### config.mk
export PLATFORM = sky130hd
export DESIGN_NAME = conv_timing_gen
export DESIGN_NICKNAME = d
export VERILOG_FILES = /design/src/rtl/conv_timing_pkg.sv /design/src/rtl/ct_cfg_latch.sv /design/src/rtl/ct_clk_div.sv /design/src/rtl/ct_frame_seq.sv /design/src/rtl/conv_timing_gen.sv
export SDC_FILE = /design/constraint.sdc
export NUM_CORES = 1
export LEC_CHECK = 0
export ABC_AREA = 1
export CAP_MARGIN = 20
export CORE_UTILIZATION = 39
export DETAILED_ROUTE_END_ITERATION = 8
export PLACE_DENSITY = 0.56
export SYNTH_ARGS = -nofsm -noshare
export SYNTH_HDL_FRONTEND = slang
export SYNTH_SLANG_ARGS = --single-unit
### constraint.sdc
create_clock -name clk -period 3.9 [get_ports clk]
set_input_delay 0.585 -clock clk [delete_from_list [all_inputs] [get_ports clk]]
set_output_delay 0.585 -clock clk [all_outputs]
set_load 0.005 [all_outputs]
### src/rtl/conv_timing_pkg.sv
package conv_timing_pkg;
    localparam int CT_RATIO_W      = 8;
    localparam int CT_RATIO_MIN    = 2;
    localparam int CT_FRAME_SHORT  = 26;
    localparam int CT_FRAME_LONG   = 32;
    localparam int CT_SETTLE_SHORT = 4;
    localparam int CT_SETTLE_LONG  = 10;
endpackage

### src/rtl/ct_cfg_latch.sv
// Holds the clamped ratio and stretch select for the frame in progress.
module ct_cfg_latch #(
    parameter int RATIO_W   = 8,
    parameter int RATIO_MIN = 2
) (
    input  logic               clk,
    input  logic               rst_n,
    input  logic               load,
    input  logic [RATIO_W-1:0] ratio_in,
    input  logic               long_in,
    output logic [RATIO_W-1:0] ratio_q,
    output logic               long_q
);
    localparam logic [RATIO_W-1:0] MIN_V = RATIO_W'(RATIO_MIN);

    typedef struct packed {
        logic [RATIO_W-1:0] ratio;
        logic               long_sel;
    } cfg_t;

    cfg_t s_d, s_q;

    always_comb begin
        s_d = s_q;
        if (load) begin
            s_d.ratio    = (ratio_in < MIN_V) ? MIN_V : ratio_in;
            s_d.long_sel = long_in;
        end
    end

    always_ff @(posedge clk) begin
        if (!rst_n) begin
            s_q <= '{ratio: MIN_V, long_sel: 1'b0};
        end else begin
            s_q <= s_d;
        end
    end

    assign ratio_q = s_q.ratio;
    assign long_q  = s_q.long_sel;
endmodule

### src/rtl/ct_clk_div.sv
// Divides the system clock into a one-cycle converter tick.
module ct_clk_div #(
    parameter int RATIO_W = 8
) (
    input  logic               clk,
    input  logic               rst_n,
    input  logic               en,
    input  logic [RATIO_W-1:0] ratio,
    output logic               tick
);
    localparam logic [RATIO_W-1:0] ONE = RATIO_W'(1);

    typedef struct packed {
        logic [RATIO_W-1:0] cnt;
    } div_t;

    div_t s_d, s_q;

    assign tick = en && (s_q.cnt == (ratio - ONE));

    always_comb begin
        s_d = s_q;
        if (!en || tick) begin
            s_d.cnt = '0;
        end else begin
            s_d.cnt = s_q.cnt + ONE;
        end
    end

    always_ff @(posedge clk) begin
        if (!rst_n) begin
            s_q <= '{cnt: '0};
        end else begin
            s_q <= s_d;
        end
    end
endmodule

### src/rtl/ct_frame_seq.sv
// Counts ticks within a frame and decides start, settling and end of conversion.
module ct_frame_seq #(
    parameter int CYC_W        = 5,
    parameter int FRAME_SHORT  = 26,
    parameter int FRAME_LONG   = 32,
    parameter int SETTLE_SHORT = 4,
    parameter int SETTLE_LONG  = 10
) (
    input  logic clk,
    input  logic rst_n,
    input  logic run,
    input  logic tick,
    input  logic long_sel,
    output logic active,
    output logic load,
    output logic settling,
    output logic eoc
);
    localparam logic [CYC_W-1:0] LAST_S = CYC_W'(FRAME_SHORT - 1);
    localparam logic [CYC_W-1:0] LAST_L = CYC_W'(FRAME_LONG - 1);
    localparam logic [CYC_W-1:0] SET_S  = CYC_W'(SETTLE_SHORT);
    localparam logic [CYC_W-1:0] SET_L  = CYC_W'(SETTLE_LONG);
    localparam logic [CYC_W-1:0] ONE    = CYC_W'(1);

    typedef struct packed {
        logic             active;
        logic [CYC_W-1:0] cyc;
    } seq_t;

    seq_t s_d, s_q;
    logic [CYC_W-1:0] last_idx;
    logic [CYC_W-1:0] settle_lim;

    assign last_idx   = long_sel ? LAST_L : LAST_S;
    assign settle_lim = long_sel ? SET_L : SET_S;
    assign eoc        = s_q.active && tick && (s_q.cyc == last_idx);
    assign load       = run && (!s_q.active || eoc);
    assign settling   = s_q.active && (s_q.cyc < settle_lim);
    assign active     = s_q.active;

    always_comb begin
        s_d = s_q;
        if (load) begin
            s_d.active = 1'b1;
            s_d.cyc    = '0;
        end else if (eoc) begin
            s_d.active = 1'b0;
            s_d.cyc    = '0;
        end else if (tick) begin
            s_d.cyc    = s_q.cyc + ONE;
        end
    end

    always_ff @(posedge clk) begin
        if (!rst_n) begin
            s_q <= '{active: 1'b0, cyc: '0};
        end else begin
            s_q <= s_d;
        end
    end
endmodule

### src/rtl/conv_timing_gen.sv
module conv_timing_gen
    import conv_timing_pkg::*;
#(
    parameter int RATIO_W      = CT_RATIO_W,
    parameter int RATIO_MIN    = CT_RATIO_MIN,
    parameter int FRAME_SHORT  = CT_FRAME_SHORT,
    parameter int FRAME_LONG   = CT_FRAME_LONG,
    parameter int SETTLE_SHORT = CT_SETTLE_SHORT,
    parameter int SETTLE_LONG  = CT_SETTLE_LONG
) (
    input  logic               clk,
    input  logic               rst_n,
    input  logic [RATIO_W-1:0] div_ratio,
    input  logic               long_settle,
    input  logic               run,
    output logic               adc_tick,
    output logic               settling,
    output logic               eoc
);
    localparam int CYC_W = $clog2(FRAME_LONG);

    logic               load;
    logic               active;
    logic [RATIO_W-1:0] ratio_cur;
    logic               long_cur;

    ct_cfg_latch #(
        .RATIO_W  (RATIO_W),
        .RATIO_MIN(RATIO_MIN)
    ) cfg_i (
        .clk     (clk),
        .rst_n   (rst_n),
        .load    (load),
        .ratio_in(div_ratio),
        .long_in (long_settle),
        .ratio_q (ratio_cur),
        .long_q  (long_cur)
    );

    ct_clk_div #(
        .RATIO_W(RATIO_W)
    ) div_i (
        .clk  (clk),
        .rst_n(rst_n),
        .en   (active),
        .ratio(ratio_cur),
        .tick (adc_tick)
    );

    ct_frame_seq #(
        .CYC_W       (CYC_W),
        .FRAME_SHORT (FRAME_SHORT),
        .FRAME_LONG  (FRAME_LONG),
        .SETTLE_SHORT(SETTLE_SHORT),
        .SETTLE_LONG (SETTLE_LONG)
    ) seq_i (
        .clk     (clk),
        .rst_n   (rst_n),
        .run     (run),
        .tick    (adc_tick),
        .long_sel(long_cur),
        .active  (active),
        .load    (load),
        .settling(settling),
        .eoc     (eoc)
    );
endmodule

## Yosys cells after proc, flatten, opt, wreduce, memory -nomap -nowiden

Cells that the tools add are included.

| cells by class | value |
|---|---|
| muxes and demuxes | 7 |
| equal/unequal tests | 2 |
| reductions and logical operators | 11 |
| add/subtract/negate cells | 3 |
| magnitude comparators | 2 |
| bitwise logic cells | 1 |

Operators with widths:

| cell | number |
|---|---|
| $mux W5 | 2 |
| $add A8 B1 Y8 const B | 1 |
| $eq A8 B8 Y1 | 1 |
| $lt A8 B2 Y1 const B | 1 |
| $mux W8 | 1 |
| $sub A8 B1 Y8 const B | 1 |
| $mux W6 | 1 |
| $add A5 B1 Y5 const B | 1 |
| $eq A5 B5 Y1 | 1 |
| $logic_and A1 B1 Y1 | 5 |
| $lt A5 B5 Y1 | 1 |
| $mux W4 | 1 |
| $mux W3 | 1 |
| $reduce_or A3 Y1 | 1 |
| $logic_or A1 B1 Y1 | 2 |
| $reduce_bool A2 Y1 | 1 |
| $reduce_or A2 Y1 | 1 |
| $logic_not A1 Y1 | 1 |
| $mux W1 | 1 |
| $not A1 Y1 | 1 |

| word-level totals | value |
|---|---|
| output and inout bits | 3 |
| flip-flop bits (word level) | 23 |

## Longest topological paths before layout

Gate-level depths: netlist (run 1).

| logic depth | value |
|---|---|
| word-level depth | 8 |
| mapped depth | 15 |
| gate-level depth less buffers | 15 |

## Modules after synthesis

A second synthesis (run 1) with hierarchy kept.

| second synthesis, totals | value |
|---|---|
| cell total of the unflattened synthesis | 206 |
| area, all modules | 1405.1 µm² |

By module, submodules not included:

| module | cells an instance | area an instance (µm²) | times used | seq. area each (µm²) |
|---|---|---|---|---|
| ct_clk_div | 109 | 671.9 | 1 | 160.2 |
| ct_frame_seq | 52 | 396.6 | 1 | 120.1 |
| ct_cfg_latch | 45 | 336.6 | 1 | 180.2 |

## Worst setup path after synthesis (run 1)

No wires, ideal clock.

| path | value |
|---|---|
| path type | register to output |
| start | register cfg_i.s_q (netlist bit cfg_i.ratio_q[0]) |
| end | output port eoc |
| setup slack | 1771 ps |
| cell stages (with the launch flop) | 11 |
| data required time | 3315 ps |
| data arrival time | 1544 ps |
| path through | dfxtp_1 > inv_2 > ha_1 > xnor2_1 > nor2_1 > nand3_1 > nor2_1 > nand2_2 > nor2_4 > nand2_1 > inv_1 |

| on the way | value |
|---|---|
| longest elaborated chain between the ends | 5 |

RTL lines:

| item | RTL line | source |
|---|---|---|
| from (decl) | ct_cfg_latch.sv:21 | `cfg_t s_d, s_q;` |
| from (signal assigned) | ct_cfg_latch.sv:33 | `s_q <= '{ratio: MIN_V, long_sel: 1'b0};` |
| $sub A8 B1 Y8 | ct_clk_div.sv:19 | `assign tick = en && (s_q.cnt == (ratio - ONE));` |
| $eq A8 B8 Y1 | ct_clk_div.sv:19 |  |
| $logic_and A1 B1 Y1 | ct_clk_div.sv:19 |  |
| net adc_tick | conv_timing_gen.sv:16 | `output logic adc_tick,` |
| $logic_and A1 B1 Y1 (2 in a row) | ct_frame_seq.sv:36 | `assign eoc = s_q.active && tick && (s_q.cyc == last_idx);` |
| to (decl) | conv_timing_gen.sv:18 | `output logic eoc` |

The timed path passes the listed nets, and every way through them passes these cells.

## Worst setup path in the final report (run 1)

| path | value |
|---|---|
| start | register cfg_i.s_q (netlist bit cfg_i.ratio_q[0]) |
| end | output port eoc |

| on the way | value |
|---|---|
| longest elaborated chain between the ends | 5 |

RTL lines:

| item | RTL line |
|---|---|
| $sub A8 B1 Y8 | ct_clk_div.sv:19 |
| $eq A8 B8 Y1 | ct_clk_div.sv:19 |
| $logic_and A1 B1 Y1 | ct_clk_div.sv:19 |
| $logic_and A1 B1 Y1 (2 in a row) | ct_frame_seq.sv:36 |

No other way between the ends.

==> reports/results.md, run 1 <==
| Metric | This run | Unit |
|---|---|---|
| Post-CTS clock slew at the launch and capture registers of the worst setup and hold paths | 0.13 | ns |
| Startpoint of the most critical register-to-register path | cfg_i.ratio_q[0] | - |
| Quantity of hold-fixing buffers added after cts | 0 | - |
| Total vias in the final route | 1264 | - |
| Initial Util | 41.3 | % |
| Post-layout instance area | 1600 | sq um |
| Layout Utilization | 47.3 | % |
| Number of enable-type register cells in the synthesized netlist | 0 | - |
| Setup TNS after final layout | 0 | ns |
| Clock sink total | 23 | - |
| Diode count | 0 | - |
| Synthesized area | 1400 | sq um |
| Die Y-Extent | 61.9 | um |
| Met3 usage in global routing | 2.48 | % |
| Total power per unit cell area | 287 | nW/um^2 |
| Yosys warns | 0 | - |
| Nets | 243 | - |
| Critical path endpoint | eoc | - |
| Total core area | 3390 | sq um |
| Net Switching | 0.134 | mW |
| Number of detailed-route iterations in the first pass | 4 | - |
| Overall overflow remaining after global route | 0 | - |
| Max Fanout on Critical Path | 10 | - |
| Root buffer cell | clkbuf_4 | - |
| Part of the Yosys area used for sequential elements | 32.9 | % |
| Clock H-tree levels | 1 | - |
| Routability-driven placement congestion ratio | 0.872 | - |
| Total wirelength of the detailed-routed design | 2840 | um |
| Number of vias per cell after detailed routing | 4.68 | - |
| Synth-to-layout area growth | 14.4 | % |
| Synthesized netlist cell count | 210 | - |
| Max Transition Viols Final | 0 | - |
| # resized after CTS | 0 | - |
| Crit Path Category | flop to output pin | - |
| Crit path time final | 3.09 | ns |
| Post-DP Area | 1580 | sq um |
| Net count after synthesis | 228 | - |
| Max_cap viols | 0 | - |
| Number of flip-flops and latches in the synthesized netlist | 23 | - |
| DR iter-0 viols | 48 | - |
| Total CTS buffers | 3 | - |
| Power share of the clock group | 24.3 | % |
| Worst Reg-to-Reg Cells | 11 | - |
| Most utilized layer in the global route result | met2 | - |
| Run status | finished clean | - |
| RSZ-0062 raised after global routing | no | - |
| Pin count of the biggest net entering global routing | 19 | - |
| Max Clock Skew | 0.00600 | ns |
| Slew of the pin with the lowest slew margin | 0.574 | ns |
| Area enclosed by the die boundary | 3840 | sq um |
| Share of total power consumed by net switching | 29.1 | % |
| Library cells used by synthesis | 29 | - |
| Met1 routing resource usage after global routing | 23.6 | % |
| Maximum clock rate | 0.323 | GHz |
| Clk_lat worst skew | 0.31 | ns |
| Comb power frac | 20.1 | % |
| Placed wire-length estimate after detailed placement | 2240 | um |
| Worst hold slack after final layout | 0.515 | ns |
| Share of total power in sequential cells | 55.6 | % |
| Detailed-route DRC error count | 0 | - |
| Area taken by flip-flops and latches | 460 | sq um |
| Proportion of layout cells with a drive suffix above 1 | 5.36 | % |
| Antenna Nets Post-Route | 0 | - |
| Max-slew headroom at the worst pin | 61.6 | % |
| Finish-stage setup viols | 0 | - |
| Launching element of the worst setup path | cfg_i.ratio_q[0] | - |
| Reg-to-reg endpoint | seq_i.s_q[4] | - |
| Area used by multi-input combinational logic | 795 | sq um |
| X dimension of the die | 61.9 | um |
| Via count of the first global-routing pass | 1072 | - |
| Layout fillers | 361 | - |
| Hold Fails Final Rpt | 0 | - |
| Number of buffers between clock root and the deepest sink | 2 | - |
| Reg2Reg Setup Slack | 1.70 | ns |
| Main synth FF type | dfxtp_1 | - |
| Standard-cell row count | 21 | - |
| Routed wire per std cell | 10.5 | um |
| Highest ir drop seen on vdd | 0.000119 | V |
| Internal power component | 0.326 | mW |
| Period utilisation layout | 79.3 | % |
| Nature of the critical path startpoint | flop | - |
| TritonCTS clock tree | done | - |
| PortBufs | 14 | - |
| Global-route wire length before repair | 4830 | um |
| Async set-reset flop share out of synthesis | 0 | % |
| Boundary Pins | 15 | - |
| Antenna violations before repair | 0 | - |
| Worst hold path type | flop to flop | - |
| Endpoint arrival time on the critical path | 2.51 | ns |
| LEAKAGE | 0.700 | nW |
| Endpoint kind of the worst setup timing path | output pin | - |
| Required arrival time at the worst endpoint | 3.31 | ns |
| Post CTS Setup Buffer Count | 0 | - |
| Post-Synthesis Mean Instance Area | 6.67 | sq um |
| Global Route Usage Sum | 17.1 | % |
| Met2 Use GR | 27.1 | % |
-- worst max-delay path, stage by stage (launching register included) --
cell,delay [ns]
dfxtp_1,0.40
inv_2,0.07
ha_1,0.32
xnor2_1,0.13
nor2_1,0.09
nand3_1,0.08
nor2_1,0.12
nand2_2,0.12
nor2_4,0.20
nand2_1,0.11
inv_1,0.08
clkdlybuf4s50_1,0.49
-- cell usage after synthesis (2+ instances only) --
cell | n | share of area [%]
nand2_1 | 46 | 12
nor3_1 | 2 | 0.71
dfxtp_1 | 23 | 33
o21ai_0 | 5 | 1.8
nand3_1 | 23 | 8.2
nor2_1 | 32 | 8.6
inv_1 | 31 | 8.3
buf_1 | 2 | 0.54
inv_2 | 2 | 0.54
ha_1 | 6 | 5.4
a21oi_1 | 7 | 2.5
xor2_1 | 7 | 4.4
nor4_1 | 2 | 0.89
xnor2_1 | 6 | 3.7
nor2_2 | 2 | 0.89
-- cells by family (layout without fill, tap and decap cells) --
family / count (synthesis) / in the layout / share of synthesized area, %
simple gates: 114 / 114 / 35.5
compound gates: 17 / 17 / 7.68
buf+inv: 37 / 51 / 10.4
fa+ha+maj: 6 / 6 / 5.36
xor+xnor: 13 / 13 / 8.13
flops: 23 / 23 / 32.9
-- routing by layer --
metal  share of wire (%)  routed length [um]
met1                  51                1440
met2                  45                1270
met3                 3.1                  89
met4                 1.3                  38
met5                   0                   0
-- state kept, by name, summed over array words and instances, names as in the netlist --
signal         flops
cfg_i.long_q       1
cfg_i.ratio_q      8
div_i.s_q          8
seq_i.active       1
seq_i.s_q          5
-- per-stage QoR --
| stage | cells | power, mW | setup slack (ns) |
|---|---|---|---|
| after floorplan | 210 | 0.326 | 1.77 |
| final | 270 | 0.460 | 0.807 |
| after detailed placement | 266 | 0.354 | 1.13 |
| after CTS | 270 | 0.467 | 0.762 |
| after global placement | 266 | 0.351 | 1.21 |
| after global routing | 270 | 0.488 | 0.522 |
-- worst min-delay path by stage --
stage | cells past startpoint | endpoint | from
floorplan | 1 | div_i.s_q[0] | div_i.s_q[0]
global placement | 2 | cfg_i.ratio_q[1] | cfg_i.ratio_q[1]
detailed placement | 1 | div_i.s_q[0] | div_i.s_q[0]
CTS | 2 | cfg_i.ratio_q[1] | cfg_i.ratio_q[1]
global route | 1 | div_i.s_q[0] | div_i.s_q[0]
finish | 2 | cfg_i.ratio_q[1] | cfg_i.ratio_q[1]
-- power groups by stage --
stage,logic (mW),clock network (mW),registers [mW]
after floorplan,0.0686,0,0.258
after global placement,0.0898,0,0.261
after detailed placement,0.0926,0,0.261
after CTS,0.0930,0.118,0.256
after global routing,0.107,0.123,0.258
final,0.0925,0.112,0.256
-- cell type report --
type                    count  area share (%)
repair buffers             14            8.74
well taps                  46            3.59
multi-input cells         150            49.6
inverters                  33            7.73
clock buffers               4            1.64
flip-flops and latches     23            28.7
-- placed cells by master, fill, tap and decap left out --
| master | n |
|---|---|
| nand2_1 | 46 |
| nor2_1 | 32 |
| inv_1 | 31 |
| nand3_1 | 23 |
| dfxtp_1 | 23 |
| clkdlybuf4s50_1 | 14 |
| xor2_1 | 7 |
| a21oi_1 | 7 |
| xnor2_1 | 6 |
| ha_1 | 6 |
| o21ai_0 | 5 |
| clkbuf_4 | 3 |
| nor2_2 | 2 |
| inv_2 | 2 |
| nor3_1 | 2 |
| nor4_1 | 2 |
| o21ai_1 | 1 |
| nand3b_1 | 1 |
| nand2_2 | 1 |
| nor2_4 | 1 |
| o21bai_1 | 1 |
| a2111oi_0 | 1 |
| o21bai_4 | 1 |
| nand3_2 | 1 |
| a21boi_1 | 1 |
| nand4_1 | 1 |
| or2_2 | 1 |
| nor3b_1 | 1 |
| clkbuf_1 | 1 |
No activity file was read; power rests on OpenSTA's default activity.
==> inputs of run 2 (changes only) <==
- clock period: 3.9 -> 3.16 ns (I/O delays scaled with it)
==> reports/results.md, run 2 (synthesized netlist as in run 1, its figures left out) <==
| Metric | This run | Unit |
|---|---|---|
| Run status | finished clean | - |
| Max-slew headroom at the worst pin | 61.6 | % |
| Via count of the first global-routing pass | 1072 | - |
| PortBufs | 14 | - |
| Launching element of the worst setup path | cfg_i.ratio_q[0] | - |
| Startpoint of the most critical register-to-register path | cfg_i.ratio_q[0] | - |
| Area enclosed by the die boundary | 3840 | sq um |
| TritonCTS clock tree | done | - |
| End of the worst hold path | cfg_i.ratio_q[1] | - |
| Post-layout instance area | 1620 | sq um |
| # resized after CTS | 0 | - |
| Required arrival time at the worst endpoint | 2.69 | ns |
| Number of buffers between clock root and the deepest sink | 2 | - |
| Number of detailed-route iterations in the first pass | 4 | - |
| Hold Fails Final Rpt | 0 | - |
| Top library cells by usage in the layout, fill and taps aside | 46 x nand2_1, 32 x nor2_1, 31 x inv_1 | - |
| Global-route wire length before repair | 4830 | um |
| Slew of the pin with the lowest slew margin | 0.573 | ns |
| Total vias in the final route | 1263 | - |
| Worst-case setup slack after placement | 0.505 | ns |
| Overall overflow remaining after global route | 0 | - |
| Total CTS buffers | 3 | - |
| Max_cap viols | 0 | - |
| Routability-driven placement congestion ratio | 0.871 | - |
| Worst Slack Setup Final | 0.295 | ns |
| Worst hold path type | flop to flop | - |
| Highest ir drop seen on vdd | 0.000147 | V |
| Antenna violations before repair | 0 | - |
| Most common cell after layout, fill and taps aside | nand2_1 | - |
| Reg2Reg Setup Slack | 0.96 | ns |
| Met3 usage in global routing | 2.48 | % |
| Routed wire per std cell | 10.5 | um |
| Max Fanout on Critical Path | 7 | - |
| Hold wc startpoint | cfg_i.ratio_q[1] | - |
| DR iter-0 viols | 52 | - |
| Layout fillers | 359 | - |
| Quantity of hold-fixing buffers added after cts | 0 | - |
| Proportion of layout cells with a drive suffix above 1 | 6.19 | % |
| X dimension of the die | 61.9 | um |
| Area used by multi-input combinational logic | 795 | sq um |
| Clk_lat worst skew | 0.32 | ns |
| Standard-cell row count | 21 | - |
| Endpoint kind of the worst setup timing path | output pin | - |
| Period utilisation layout | 90.7 | % |
| Setup TNS after final layout | 0 | ns |
| Nets | 245 | - |
| Synth-to-layout area growth | 15.4 | % |
| Max Transition Viols Final | 0 | - |
| LEAKAGE | 0.710 | nW |
| Diode count | 0 | - |
| Total power per unit cell area | 351 | nW/um^2 |
| Detailed-route DRC error count | 0 | - |
| Clock sink total | 23 | - |
| Root buffer cell | clkbuf_4 | - |
| Clock H-tree levels | 1 | - |
| Post-CTS clock slew at the launch and capture registers of the worst setup and hold paths | 0.13 | ns |
| Maximum clock rate | 0.349 | GHz |
| Total wirelength of the detailed-routed design | 2860 | um |
| Post CTS Setup Buffer Count | 0 | - |
| Crit path time final | 2.87 | ns |
| Finish-stage setup viols | 0 | - |
| Endpoint arrival time on the critical path | 2.39 | ns |
| Hold Path Stages | 2 | - |
| Number of vias per cell after detailed routing | 4.64 | - |
| Reg-to-reg endpoint | seq_i.s_q[4] | - |
| Post-DP Area | 1580 | sq um |
| Met1 routing resource usage after global routing | 23.6 | % |
| Antenna Nets Post-Route | 0 | - |
| Max Clock Skew | 0.00614 | ns |
| Die Y-Extent | 61.9 | um |
| Nature of the critical path startpoint | flop | - |
| Area taken by flip-flops and latches | 460 | sq um |
| Pin count of the biggest net entering global routing | 19 | - |
| Most utilized layer in the global route result | met2 | - |
| Global Route Usage Sum | 17.1 | % |
| Placed wire-length estimate after detailed placement | 2240 | um |
| Met2 Use GR | 27.1 | % |
| Crit Path Category | flop to output pin | - |
| Total core area | 3390 | sq um |
| Worst Reg-to-Reg Cells | 11 | - |
| Boundary Pins | 15 | - |
| Initial Util | 41.3 | % |
| RSZ-0062 raised after global routing | no | - |
[run 2: changes by cell type in the layout (fill, tap and decap cells not counted), sizes merged]
cell / change
buf: +2
[run 2: per-stage QoR]
step / utilization (%) / hold slack [ns] / total power [mW] / std cells
6_report: 47.7 / 0.515 / 0.569 / 272
5_1_grt: 47.7 / 0.550 / 0.603 / 272
4_1_cts: 47.3 / 0.521 / 0.577 / 270
3_5_place_dp: 46.5 / 0.495 / 0.437 / 266
3_3_place_gp: 46.5 / 0.485 / 0.433 / 266
2_1_floorplan: - / 0.441 / 0.403 / 210
[run 2: cell type report]
class / count / share of cell area [%]
Multi-Input combinational cell: 150 / 49.1
Clock buffer: 4 / 1.62
Inverter: 33 / 7.66
Timing Repair Buffer: 16 / 9.59
Sequential cell: 23 / 28.5
Tap cell: 46 / 3.56
[run 2: critical path: stages (launching register included)]
cell,delay (ns)
dfxtp_1,0.40
inv_2,0.07
ha_1,0.32
xnor2_1,0.13
nor2_1,0.09
nand3_1,0.08
nor2_1,0.12
nand2_2,0.12
nor2_4,0.12
buf_4,0.14
clkdlybuf4s50_1,0.50
[run 2: worst max path at each step]
| stage | endpoint | slack [ns] |
|---|---|---|
| global route | eoc | 0.04 |
| finish | adc_tick | 0.29 |
| global placement | eoc | 0.58 |
| floorplan | eoc | 1.14 |
| CTS | eoc | 0.13 |
| detailed placement | eoc | 0.50 |
[run 2: power by group]
part	leakage, nW	internal [mW]	switching, mW	total (mW)
combinational	0.508	0.0518	0.0629	0.115
sequential	0.188	0.302	0.0142	0.316
clock	0.0150	0.0494	0.0887	0.138
total	0.710	0.403	0.166	0.569
[run 2: layer usage]
layer	wire length, um	part of all wire (%)	vias up
li1	-	-	687
met1	1480	52	556
met2	1280	45	16
met3	66	2.3	4
met4	38	1.3	0
met5	0	0	-
